--- src/rtl/ctlrf_pkg.sv ---
package ctlrf_pkg;
  localparam int NIB_W  = 4;
  localparam int BYTE_W = 2 * NIB_W;
  localparam int ADDR_W = NIB_W + 1;
  localparam int NREG   = 1 << ADDR_W;
  localparam int FLAT_W = NREG * NIB_W;
  localparam int A_ECHO = 0;
  localparam int A_CTL  = 1;
  localparam int A_BDLO = 8;
  localparam int A_BDHI = 9;
  localparam int A_BANK = 13;
  localparam int A_STAT = 15;
  localparam int A_REV  = 28;

  function automatic logic [NIB_W-1:0] reset_value(input int a, input logic [NIB_W-1:0] rev);
    case (a)
      5:       return 4'h3;
      6, 8:    return 4'h7;
      9:       return 4'h1;
      10:      return 4'h6;
      12:      return 4'h5;
      16, 17, 19, 30, 31: return 4'hF;
      18, 20:  return 4'h7;
      A_REV:   return rev;
      default: return '0;
    endcase
  endfunction

  function automatic logic writable(input int a);
    return !(a == 14 || a == A_STAT || a == 22 || a == 23 ||
             (a >= 25 && a <= 27) || a >= A_REV);
  endfunction

  // register 1 holds two action bits (0 and 3) that are never stored
  function automatic logic [NIB_W-1:0] write_mask(input int a);
    return (a == A_CTL) ? 4'b0110 : 4'b1111;
  endfunction
endpackage

--- src/rtl/ctlrf_decode.sv ---
module ctlrf_decode
  import ctlrf_pkg::*;
(
  input  logic [NIB_W-1:0]  addr_nib,
  input  logic              shadow,
  output logic [ADDR_W-1:0] addr,
  output logic              wr_ok,
  output logic              is_status
);
  always_comb begin
    if (addr_nib == NIB_W'(A_BANK)) addr = ADDR_W'(A_BANK);
    else                            addr = {shadow, addr_nib};
    wr_ok     = writable(int'(addr));
    is_status = (addr == ADDR_W'(A_STAT));
  end
endmodule

--- src/rtl/ctlrf_bank.sv ---
module ctlrf_bank
  import ctlrf_pkg::*;
#(
  parameter logic [NIB_W-1:0] REV_ID = 4'h1
) (
  input  logic              clk,
  input  logic              rst,
  input  logic              we,
  input  logic [ADDR_W-1:0] waddr,
  input  logic [NIB_W-1:0]  wdata,
  input  logic              srst_go,
  input  logic              baud_go,
  output logic [FLAT_W-1:0] regs_flat,
  output logic [BYTE_W-1:0] baud_div
);
  localparam logic [BYTE_W-1:0] BAUD_RST =
    {reset_value(A_BDHI, REV_ID), reset_value(A_BDLO, REV_ID)};

  for (genvar i = 0; i < NREG; i++) begin : g_reg
    logic [NIB_W-1:0] q;
    if (writable(i)) begin : g_rw
      always_ff @(posedge clk) begin
        if (rst || srst_go)
          q <= reset_value(i, REV_ID);
        else if (we && waddr == ADDR_W'(i))
          q <= wdata & write_mask(i);
      end
    end else begin : g_ro
      always_ff @(posedge clk) q <= reset_value(i, REV_ID);
    end
    assign regs_flat[i*NIB_W +: NIB_W] = q;
  end

  always_ff @(posedge clk) begin
    if (rst || srst_go) baud_div <= BAUD_RST;
    else if (baud_go)   baud_div <= {g_reg[A_BDHI].q, g_reg[A_BDLO].q};
  end
endmodule

--- src/rtl/ctlrf_seq.sv ---
module ctlrf_seq
  import ctlrf_pkg::*;
(
  input  logic              clk,
  input  logic              rst,
  input  logic              cmd_valid,
  input  logic [BYTE_W-1:0] cmd_byte,
  output logic              fire,
  output logic [BYTE_W-1:0] fire_byte,
  input  logic              send,
  input  logic [BYTE_W-1:0] send_byte,
  input  logic              want_baud,
  input  logic              want_srst,
  input  logic              tx_ready,
  input  logic              tx_done,
  output logic              tx_valid,
  output logic [BYTE_W-1:0] tx_byte,
  output logic              baud_go,
  output logic              srst_go
);
  logic              hold_v, wait_q, pend_baud, pend_srst, busy, done_now;
  logic [BYTE_W-1:0] hold_b;

  assign busy      = tx_valid | wait_q;
  assign fire      = !busy && (hold_v || cmd_valid);
  assign fire_byte = hold_v ? hold_b : cmd_byte;
  assign done_now  = wait_q & tx_done;
  assign baud_go   = (fire & want_baud & ~send) | (done_now & pend_baud);
  assign srst_go   = (fire & want_srst & ~send) | (done_now & pend_srst);

  always_ff @(posedge clk) begin
    if (rst) begin
      hold_v    <= 1'b0;
      hold_b    <= '0;
      wait_q    <= 1'b0;
      pend_baud <= 1'b0;
      pend_srst <= 1'b0;
      tx_valid  <= 1'b0;
      tx_byte   <= '0;
    end else begin
      if (hold_v && fire) begin
        hold_v <= cmd_valid;
        hold_b <= cmd_byte;
      end else if (cmd_valid && !fire && !hold_v) begin
        hold_v <= 1'b1;
        hold_b <= cmd_byte;
      end
      if (fire && send) begin
        tx_valid  <= 1'b1;
        tx_byte   <= send_byte;
        pend_baud <= want_baud;
        pend_srst <= want_srst;
      end else if (tx_valid && tx_ready) begin
        tx_valid <= 1'b0;
        wait_q   <= 1'b1;
      end else if (done_now) begin
        wait_q    <= 1'b0;
        pend_baud <= 1'b0;
        pend_srst <= 1'b0;
      end
    end
  end
endmodule

--- src/rtl/uart_cfg_regfile.sv ---
module uart_cfg_regfile
  import ctlrf_pkg::*;
#(
  parameter logic [NIB_W-1:0] REV_ID = 4'h1
) (
  input  logic              clk,
  input  logic              rst,
  input  logic              rx_valid,
  input  logic [BYTE_W-1:0] rx_byte,
  input  logic              rx_frame_err,
  input  logic              dc_data,
  input  logic              osc_running,
  input  logic [1:0]        mod_kind,
  input  logic              tx_ready,
  input  logic              tx_done,
  output logic              data_valid,
  output logic [BYTE_W-1:0] data_byte,
  output logic              tx_valid,
  output logic [BYTE_W-1:0] tx_byte,
  output logic [FLAT_W-1:0] regs_flat,
  output logic [BYTE_W-1:0] baud_div
);
  logic              fire, wr_ok, is_status, send, want_baud, want_srst;
  logic              baud_go, srst_go, frame_flag, shadow, echo_on;
  logic [BYTE_W-1:0] fire_byte, send_byte;
  logic [ADDR_W-1:0] addr;
  logic [NIB_W-1:0]  status_nib;

  assign shadow  = regs_flat[A_BANK*NIB_W];
  assign echo_on = regs_flat[A_ECHO*NIB_W + 3];

  always_ff @(posedge clk) begin
    if (rst) begin
      data_valid <= 1'b0;
      data_byte  <= '0;
    end else begin
      data_valid <= rx_valid & dc_data;
      if (rx_valid && dc_data) data_byte <= rx_byte;
    end
  end

  ctlrf_seq u_seq (
    .clk, .rst,
    .cmd_valid(rx_valid & ~dc_data), .cmd_byte(rx_byte),
    .fire, .fire_byte,
    .send, .send_byte, .want_baud, .want_srst,
    .tx_ready, .tx_done, .tx_valid, .tx_byte,
    .baud_go, .srst_go
  );

  ctlrf_decode u_dec (
    .addr_nib(fire_byte[BYTE_W-1:NIB_W]), .shadow,
    .addr, .wr_ok, .is_status
  );

  assign status_nib = {osc_running, frame_flag, mod_kind};
  assign want_baud  = wr_ok && addr == ADDR_W'(A_CTL) && fire_byte[0];
  assign want_srst  = wr_ok && addr == ADDR_W'(A_CTL) && fire_byte[3];
  assign send       = is_status | echo_on;
  assign send_byte  = is_status ? {{NIB_W{1'b1}}, status_nib} : fire_byte;

  always_ff @(posedge clk) begin
    if (rst)                    frame_flag <= 1'b0;
    else if (rx_frame_err)      frame_flag <= 1'b1;
    else if (fire && is_status) frame_flag <= 1'b0;
  end

  ctlrf_bank #(.REV_ID(REV_ID)) u_bank (
    .clk, .rst,
    .we(fire & wr_ok), .waddr(addr), .wdata(fire_byte[NIB_W-1:0]),
    .srst_go, .baud_go,
    .regs_flat, .baud_div
  );
endmodule

--- config.mk ---
export PLATFORM = sky130hd
export DESIGN_NAME = uart_cfg_regfile
export DESIGN_NICKNAME = d
export VERILOG_FILES = /design/src/rtl/ctlrf_pkg.sv /design/src/rtl/ctlrf_decode.sv /design/src/rtl/ctlrf_bank.sv /design/src/rtl/ctlrf_seq.sv /design/src/rtl/uart_cfg_regfile.sv
export SDC_FILE = /design/constraint.sdc
export NUM_CORES = 1
export LEC_CHECK = 0
export BUFFER_PORTS_ARGS = -buffer_cell sky130_fd_sc_hd__buf_4
export CAP_MARGIN = 0
export CORE_MARGIN = 2
export CORE_UTILIZATION = 47
export CTS_BUF_LIST = sky130_fd_sc_hd__clkbuf_8
export DETAILED_ROUTE_END_ITERATION = 8
export PLACE_DENSITY = 0.78
export REMOVE_ABC_BUFFERS = 1
export SLEW_MARGIN = 20
export SYNTH_ARGS = -nofsm -noshare
export SYNTH_HDL_FRONTEND = slang
export SYNTH_SLANG_ARGS = --single-unit
--- constraint.sdc ---
create_clock -name clk -period 2 [get_ports clk]
set_input_delay 0.1 -clock clk [delete_from_list [all_inputs] [get_ports clk]]
set_output_delay 0.1 -clock clk [all_outputs]
set_load 0.02 [all_outputs]
==> metrics.txt, run 1 <==
first-pass iteration count of the detailed router=5; RR Startpoint=u_seq.hold_v; Syn Area/Cell=9.309 um2; R2R Setup Slk=-70 ps; worst-path fanout max=10; CTS tree=yes; Initial Util=0.4804; outcome=finished with violations; die height=109.0 um; CP required=2310 ps; wire per inst=15.91 um; critical path class=reg -> reg; CTS max path bufs=2; total power=5.473 mW; Routed Antenna Nets=0; Distinct cells, synth=48; Max Fclk=482.5 MHz; commonest non-fill, non-tap cell in the layout=buf_4; Inst Count DP=845; Worst Setup SP=u_seq.hold_v; top cell type's share of synthesized area=0.4672; area growth from synthesis to layout=40.03%; worst setup path endpoint=u_bank.g_reg[20].q[3]; # rows=38; CP endpoint kind=flip-flop; leakage power=3.008 nW; CTS H-tree depth=4; initial antenna violation count=0; # DRC=0; Worst Setup Slack, final=-72.62 ps; cell accounting for the most synthesized area=dfxtp_1; Detailed Route Iter0 Violations=380; Mapped Area=5185 um2; CP Data Arrival Time=2390 ps; RePlAce Congestion=0.9479; TritonCTS buffer count=17; Hold Crit Class=in -> reg; TritonCTS Sinks=121; n_diodes=0; core area=10790 um2; fin nets=770; Clk pin slew, worst setup/hold paths=70 ps; Max-Cap Viols=0; via count=4690; most frequent cells in the layout=buf_4, dfxtp_1, nor2_1, nand2_1, a211oi_1; layout cells sized above 1=0.3298; pre-CTS WS=-145.7 ps; Yosys warning count=0; Max IR drop VDD=0.0004939 V; shortest period the worst path allows=2073 ps; Ports=172; Slew HR=0.5429; max-slew violations=0; drt via density=5.188; gr ovfl total=0; critical path launch point type=flip-flop; Worst Reg-to-Reg Cells=8; Clk Latency, worst-skew pair=430 ps; RSZ-0062 raised after global routing=yes; post-DP HPWL=10010 um; port bufs=125; die extent in x=109.0 um; vias in the first global route=4514; Synth Register Bits=121; clk root buf=clkbuf_8; hold_ws=24.71 ps; capturing point of the worst reg2reg path=u_bank.g_reg[20].q[3]; routed wire length=14390 um; failing checks=setup timing; first-pass GRT wire length=22720 um; Final Hold Vio Count=0; endpoints failing setup=39; Worst-Margin Slew=682.5 ps; Pwr Density=753.8 nW/um2; Post-Layout Cell Count=904; Die Area=11890 um2; Seq/Total Area, Yosys=0.4672; largest net degree at the start of global routing=36; final period utilization=1.036; Area contributors post-synth=dfxtp_1, mux2i_1, a211oi_1; gr usage total=0.2462; Syn Inst Count=557; Final Skew=13.35 ps
synth_stat cells (all sizes together):
| cell type | n |
|---|---|
| a311oi | 1 |
| nor4 | 3 |
| o2bb2ai | 1 |
| o32ai | 2 |
| o32a | 1 |
| nand3b | 2 |
| o22ai | 2 |
| clkbuf | 11 |
| or4 | 1 |
| a21boi | 1 |
| and3b | 1 |
| o21ai | 12 |
| a21oi | 24 |
| buf | 69 |
| mux2i | 46 |
| a211oi | 52 |
| and2 | 1 |
| o221ai | 3 |
| nor2 | 72 |
| o21a | 1 |
| nand2b | 3 |
| o211ai | 17 |
| or4b | 1 |
| a21o | 1 |
| dfxtp | 121 |
| nor2b | 1 |
| a31oi | 3 |
| nor4b | 3 |
| nor3b | 6 |
| conb | 2 |
| or3 | 2 |
| inv | 8 |
| nand2 | 54 |
| nand3 | 15 |
| mux2 | 4 |
| a221o | 1 |
| nor3 | 9 |
cells by family after synthesis:
logic type | Yosys count | synth area share
AO/OA/AOI/OAI | 122 | 0.1643
buffers and inverters | 88 | 0.1149
flip-flops | 121 | 0.4672
multiplexers | 50 | 0.09749
other | 2 | 0.001448
AND/OR/NAND/NOR | 174 | 0.1547
worst min path at each step:
| stage | startpoint | cells after the start | endpoint |
|---|---|---|---|
| 2_1_floorplan | rst | 1 | data_byte[0] |
| 3_3_place_gp | rx_frame_err | 3 | frame_flag |
| 3_5_place_dp | rx_frame_err | 3 | frame_flag |
| 4_1_cts | mod_kind[1] | 3 | u_seq.tx_byte[1] |
| 5_1_grt | rst | 2 | u_seq.hold_b[2] |
| 6_report | mod_kind[1] | 3 | u_seq.tx_byte[1] |
flip-flops by register name (all words and copies together), names as in the netlist, 8 cells and up:
name and cells:
u_bank.baud_div 8, u_seq.tx_byte 8, u_seq.hold_b 8, data_byte 8, u_bank.g.q 82
what timing repair did:
action                                  CTS  global route
setup buffers                             2             5
gates cloned                              1             2
hold buffers                             19             0
gates resized for setup                   9            24
pin swaps                                 3             7
endpoints found under the setup margin  100           100
hold endpoints to repair                 22             0
stage by stage:
stage | utilization | cell area [um2] | TNS, ps
after floorplan | - | 4785 | -116800
after global placement | 0.5929 | 6399 | -2579
after detailed placement | 0.5929 | 6399 | -7213
after CTS | 0.6610 | 7134 | -2350
after global routing | 0.6727 | 7261 | -5476
final | 0.6727 | 7261 | -1772
report_power, final:
part / internal [mW] / switching (mW)
registers: 2.43 / 0.0166
clock network: 1.61 / 0.911
logic: 0.185 / 0.315
per-layer routing:
| layer | vias to the layer above | wire length, um | GRT usage |
|---|---|---|---|
| li1 | 2279 | - | - |
| met1 | 2230 | 5992 | 0.2974 |
| met2 | 162 | 7108 | 0.4095 |
| met3 | 19 | 1089 | 0.08488 |
| met4 | 0 | 197 | 0.08059 |
| met5 | - | 0 | 0 |
worst max-delay path, cell delays in order, from the launching register on:
cell and delay [ps]:
dfxtp_4 370, buf_4 150, nor3b_2 210, o22ai_2 100, or4b_4 570, o21ai_4 210, buf_6 160, clkbuf_16 160
a211oi_1 50
layout make-up:
cell class / instances / area, um2
Multi-Input combinational cell: 392 / 2427
Tap cell: 140 / 175.2
Clock inverter: 13 / 210.2
Clock buffer: 18 / 247.7
Timing Repair Buffer: 212 / 1744
Sequential cell: 121 / 2426
Fill cell: 832 / 3532
Inverter: 8 / 30.03
(Power assumes the default switching activity.)
==> inputs of run 2 (changes only) <==
==> constraint.sdc (replaced) <==
create_clock -name clk -period 2 [get_ports clk]
set_input_delay 0.4 -clock clk [delete_from_list [all_inputs] [get_ports clk]]
set_output_delay 0.4 -clock clk [all_outputs]
set_load 0.02 [all_outputs]
==> run 2 against run 1 <==
The run still ends with setup timing left; clock skew is 0.88 ps higher; critical path depth unchanged; first-iteration DRC count down 23%; via count increased by 2.4%; clock power fell by 22%; sequential share of layout area is essentially flat; fmax is 0.63% higher; cell count shrank 0.11%; non-clock buffer count fell by 2; global-route usage decreased by 0.52 points; highest routed layer unchanged.
==> metrics.txt, run 2 (synthesis results as in run 1) <==
# DRC=0 (unchanged); initial antenna violation count=0 (unchanged); critical path class=reg -> reg (unchanged); worst path bufs/invs=3 (unchanged); Clk Latency, worst-skew pair=430 ps (about the same); CTS H-tree depth=4 (unchanged); most frequent cells in the layout=buf_4, dfxtp_1, nor2_1, nand2_1, conb_1 (was buf_4, dfxtp_1, nor2_1, nand2_1, a211oi_1); RSZ-0062 raised after global routing=yes (unchanged); R2R Setup Slk=-60 ps (was -70 ps); outcome=finished with violations (unchanged); CTS max path bufs=2 (unchanged); Slew HR=0.5140 (was 0.5429); top layer in use=met4 (unchanged); Pwr Density=680.1 nW/um2 (was 753.8 nW/um2); area growth from synthesis to layout=40.06% (was 40.03%); Inst Count DP=860 (was 845); Hold Startpoint=rst (was mod_kind[1]); Metal-1 WL=6048 um (was 5992 um); fin nets=768 (was 770); Critical Path Max Stage Delay=510 ps (was 570 ps); Max IR drop VDD=0.0004238 V (was 0.0004939 V); routed wire length=14880 um (was 14390 um); clk root buf=clkbuf_8 (unchanged); Met2 Routed Length=7322 um (was 7108 um); Worst-Margin Slew=708.8 ps (was 682.5 ps); Initial Util=0.4804 (unchanged); Final Skew=14.23 ps (was 13.35 ps); capturing point of the worst reg2reg path=u_bank.g_reg[11].q[3] (was u_bank.g_reg[20].q[3]); endpoints failing setup=59 (was 39); Max Fclk=485.5 MHz (was 482.5 MHz); met3 routed WL=1182 um (was 1089 um); drt via density=5.317 (was 5.188); final period utilization=1.030 (was 1.036); core area=10790 um2 (unchanged); n_diodes=0 (unchanged); RR Startpoint=u_seq.hold_v (unchanged); Detailed Route Iter0 Violations=292 (was 380); failing checks=setup timing (unchanged); CP endpoint kind=flip-flop (unchanged); TritonCTS Sinks=121 (unchanged); Max-Cap Viols=0 (unchanged); Biggest register=u_bank.g.q (unchanged); max-slew violations=0 (unchanged); CP Data Arrival Time=2370 ps (was 2390 ps); Worst Setup Slack, final=-59.69 ps (was -72.62 ps); die height=109.0 um (unchanged); layout filler cell count=825 (was 832); # rows=38 (unchanged); die extent in x=109.0 um (unchanged); CTS tree=yes (unchanged); CTS Hold Bufs=0 (was 19); TritonCTS buffer count=17 (unchanged); layout cells sized above 1=0.3709 (was 0.3298); first-pass iteration count of the detailed router=5 (unchanged); Die Area=11890 um2 (unchanged); Post-Layout Cell Count=903 (was 904); Routed Antenna Nets=0 (unchanged); max FFs per register=82 (unchanged); worst-path fanout max=8 (was 10); Layout Cell Area excl Fill=7262 um2 (was 7261 um2); post-DP HPWL=10260 um (was 10010 um); Worst Reg-to-Reg Cells=8 (unchanged); leakage power=3.021 nW (was 3.008 nW); CP required=2310 ps (about the same); worst min-delay path endpoint=u_seq.hold_v (was u_seq.tx_byte[1]); most used cell, CP=buf_6; critical path launch point type=flip-flop (unchanged); Clk pin slew, worst setup/hold paths=70 ps (about the same); first-pass GRT wire length=22120 um (was 22720 um); shortest period the worst path allows=2060 ps (was 2073 ps); largest net degree at the start of global routing=36 (unchanged); wire per inst=16.48 um (was 15.91 um); via count=4801 (was 4690); CP max-delay cell=or4b_4 (unchanged); Ports=172 (unchanged); gr ovfl total=0 (unchanged); hold path cells=2 (was 3); commonest non-fill, non-tap cell in the layout=buf_4 (unchanged); port bufs=125 (unchanged); Hold Crit Class=in -> reg (unchanged); vias in the first global route=4392 (was 4514); Worst path top cell family by delay=simple AND/OR/NAND/NOR gates (unchanged); gr usage total=0.2409 (was 0.2462); Final Hold Vio Count=0 (unchanged); crit-path cells=buf_6 > nand3b_1 > a221o_1 > or4b_4 > o21ai_4 > buf_6 > clkbuf_16 > a211oi_1 (was buf_4 > nor3b_2 > o22ai_2 > or4b_4 > o21ai_4 > buf_6 > clkbuf_16 > a211oi_1); RePlAce Congestion=0.8840 (was 0.9479); Area after DPL=6511 um2 (was 6399 um2)
==> run 2: cell count changes in the layout (fill, tap and decap cells not counted), sizes merged <==
cell           change
dlygate4sd3       -19
clkinvlp           +3
clkbuf             +2
clkdlybuf4s15      -1
clkinv             +3
bufinv             -5
buf               +16
==> run 2: report_power, final <==
part | switching, mW | leakage [nW] | internal, mW
Clock | 0.975 | 0.188 | 0.996
Sequential | 0.0161 | 0.979 | 2.43
Combinational | 0.325 | 1.85 | 0.193
Total | 1.32 | 3.02 | 3.62
==> run 2: worst max path at each step <==
| stage | start | endpoint | slack [ps] | cells after the start |
|---|---|---|---|---|
| after floorplan | u_seq.hold_v | u_bank.g_reg[0].q[3] | -1280 | 5 |
| after global placement | rx_byte[7] | u_bank.g_reg[1].q[2] | -220 | 7 |
| after detailed placement | rx_byte[7] | u_bank.baud_div[4] | -250 | 7 |
| after CTS | u_seq.hold_v | u_seq.pend_baud | -50 | 6 |
| after global routing | u_seq.hold_v | u_bank.g_reg[3].q[3] | -90 | 8 |
| final | u_seq.hold_v | u_bank.g_reg[11].q[3] | -60 | 8 |
==> run 2: final cells by class <==
| cell class | instances | area, um2 | area share |
|---|---|---|---|
| inverter | 8 | 30.03 | 0.004135 |
| clock inverter | 14 | 110.1 | 0.01516 |
| sequential | 121 | 2426 | 0.3341 |
| tap | 140 | 175.2 | 0.02412 |
| timing repair buffer | 210 | 1733 | 0.2386 |
| clock buffer | 18 | 247.7 | 0.03411 |
| multi-input combinational | 392 | 2540 | 0.3498 |
==> run 2: what timing repair did <==
action / CTS / global route
endpoints found under the setup margin: 100 / 96
resized for setup: 10 / 50
cloned: 1 / 4
pin swaps: 2 / 16
buffers inserted: 3 / 3
==> run 2: metrics by stage <==
stage	TNS, ps	util	hold WS (ps)	setup slack [ps]	total power [mW]
global placement	-16260	0.6033	446.2	-217.8	2.948
floorplan	-116800	-	447.7	-1284	2.738
global route	-4592	0.6729	205.4	-92.66	5.113
CTS	-1482	0.6448	174.7	-47.42	4.917
finish	-2229	0.6729	203.2	-59.69	4.939
detailed placement	-19300	0.6033	447.6	-254.9	2.957
==> run 2: layer usage <==
metal | GRT usage | up-vias
met5 | 0 | -
met4 | 0.09890 | 0
met3 | 0.06993 | 38
met2 | 0.3931 | 223
met1 | 0.2978 | 2273
li1 | - | 2267
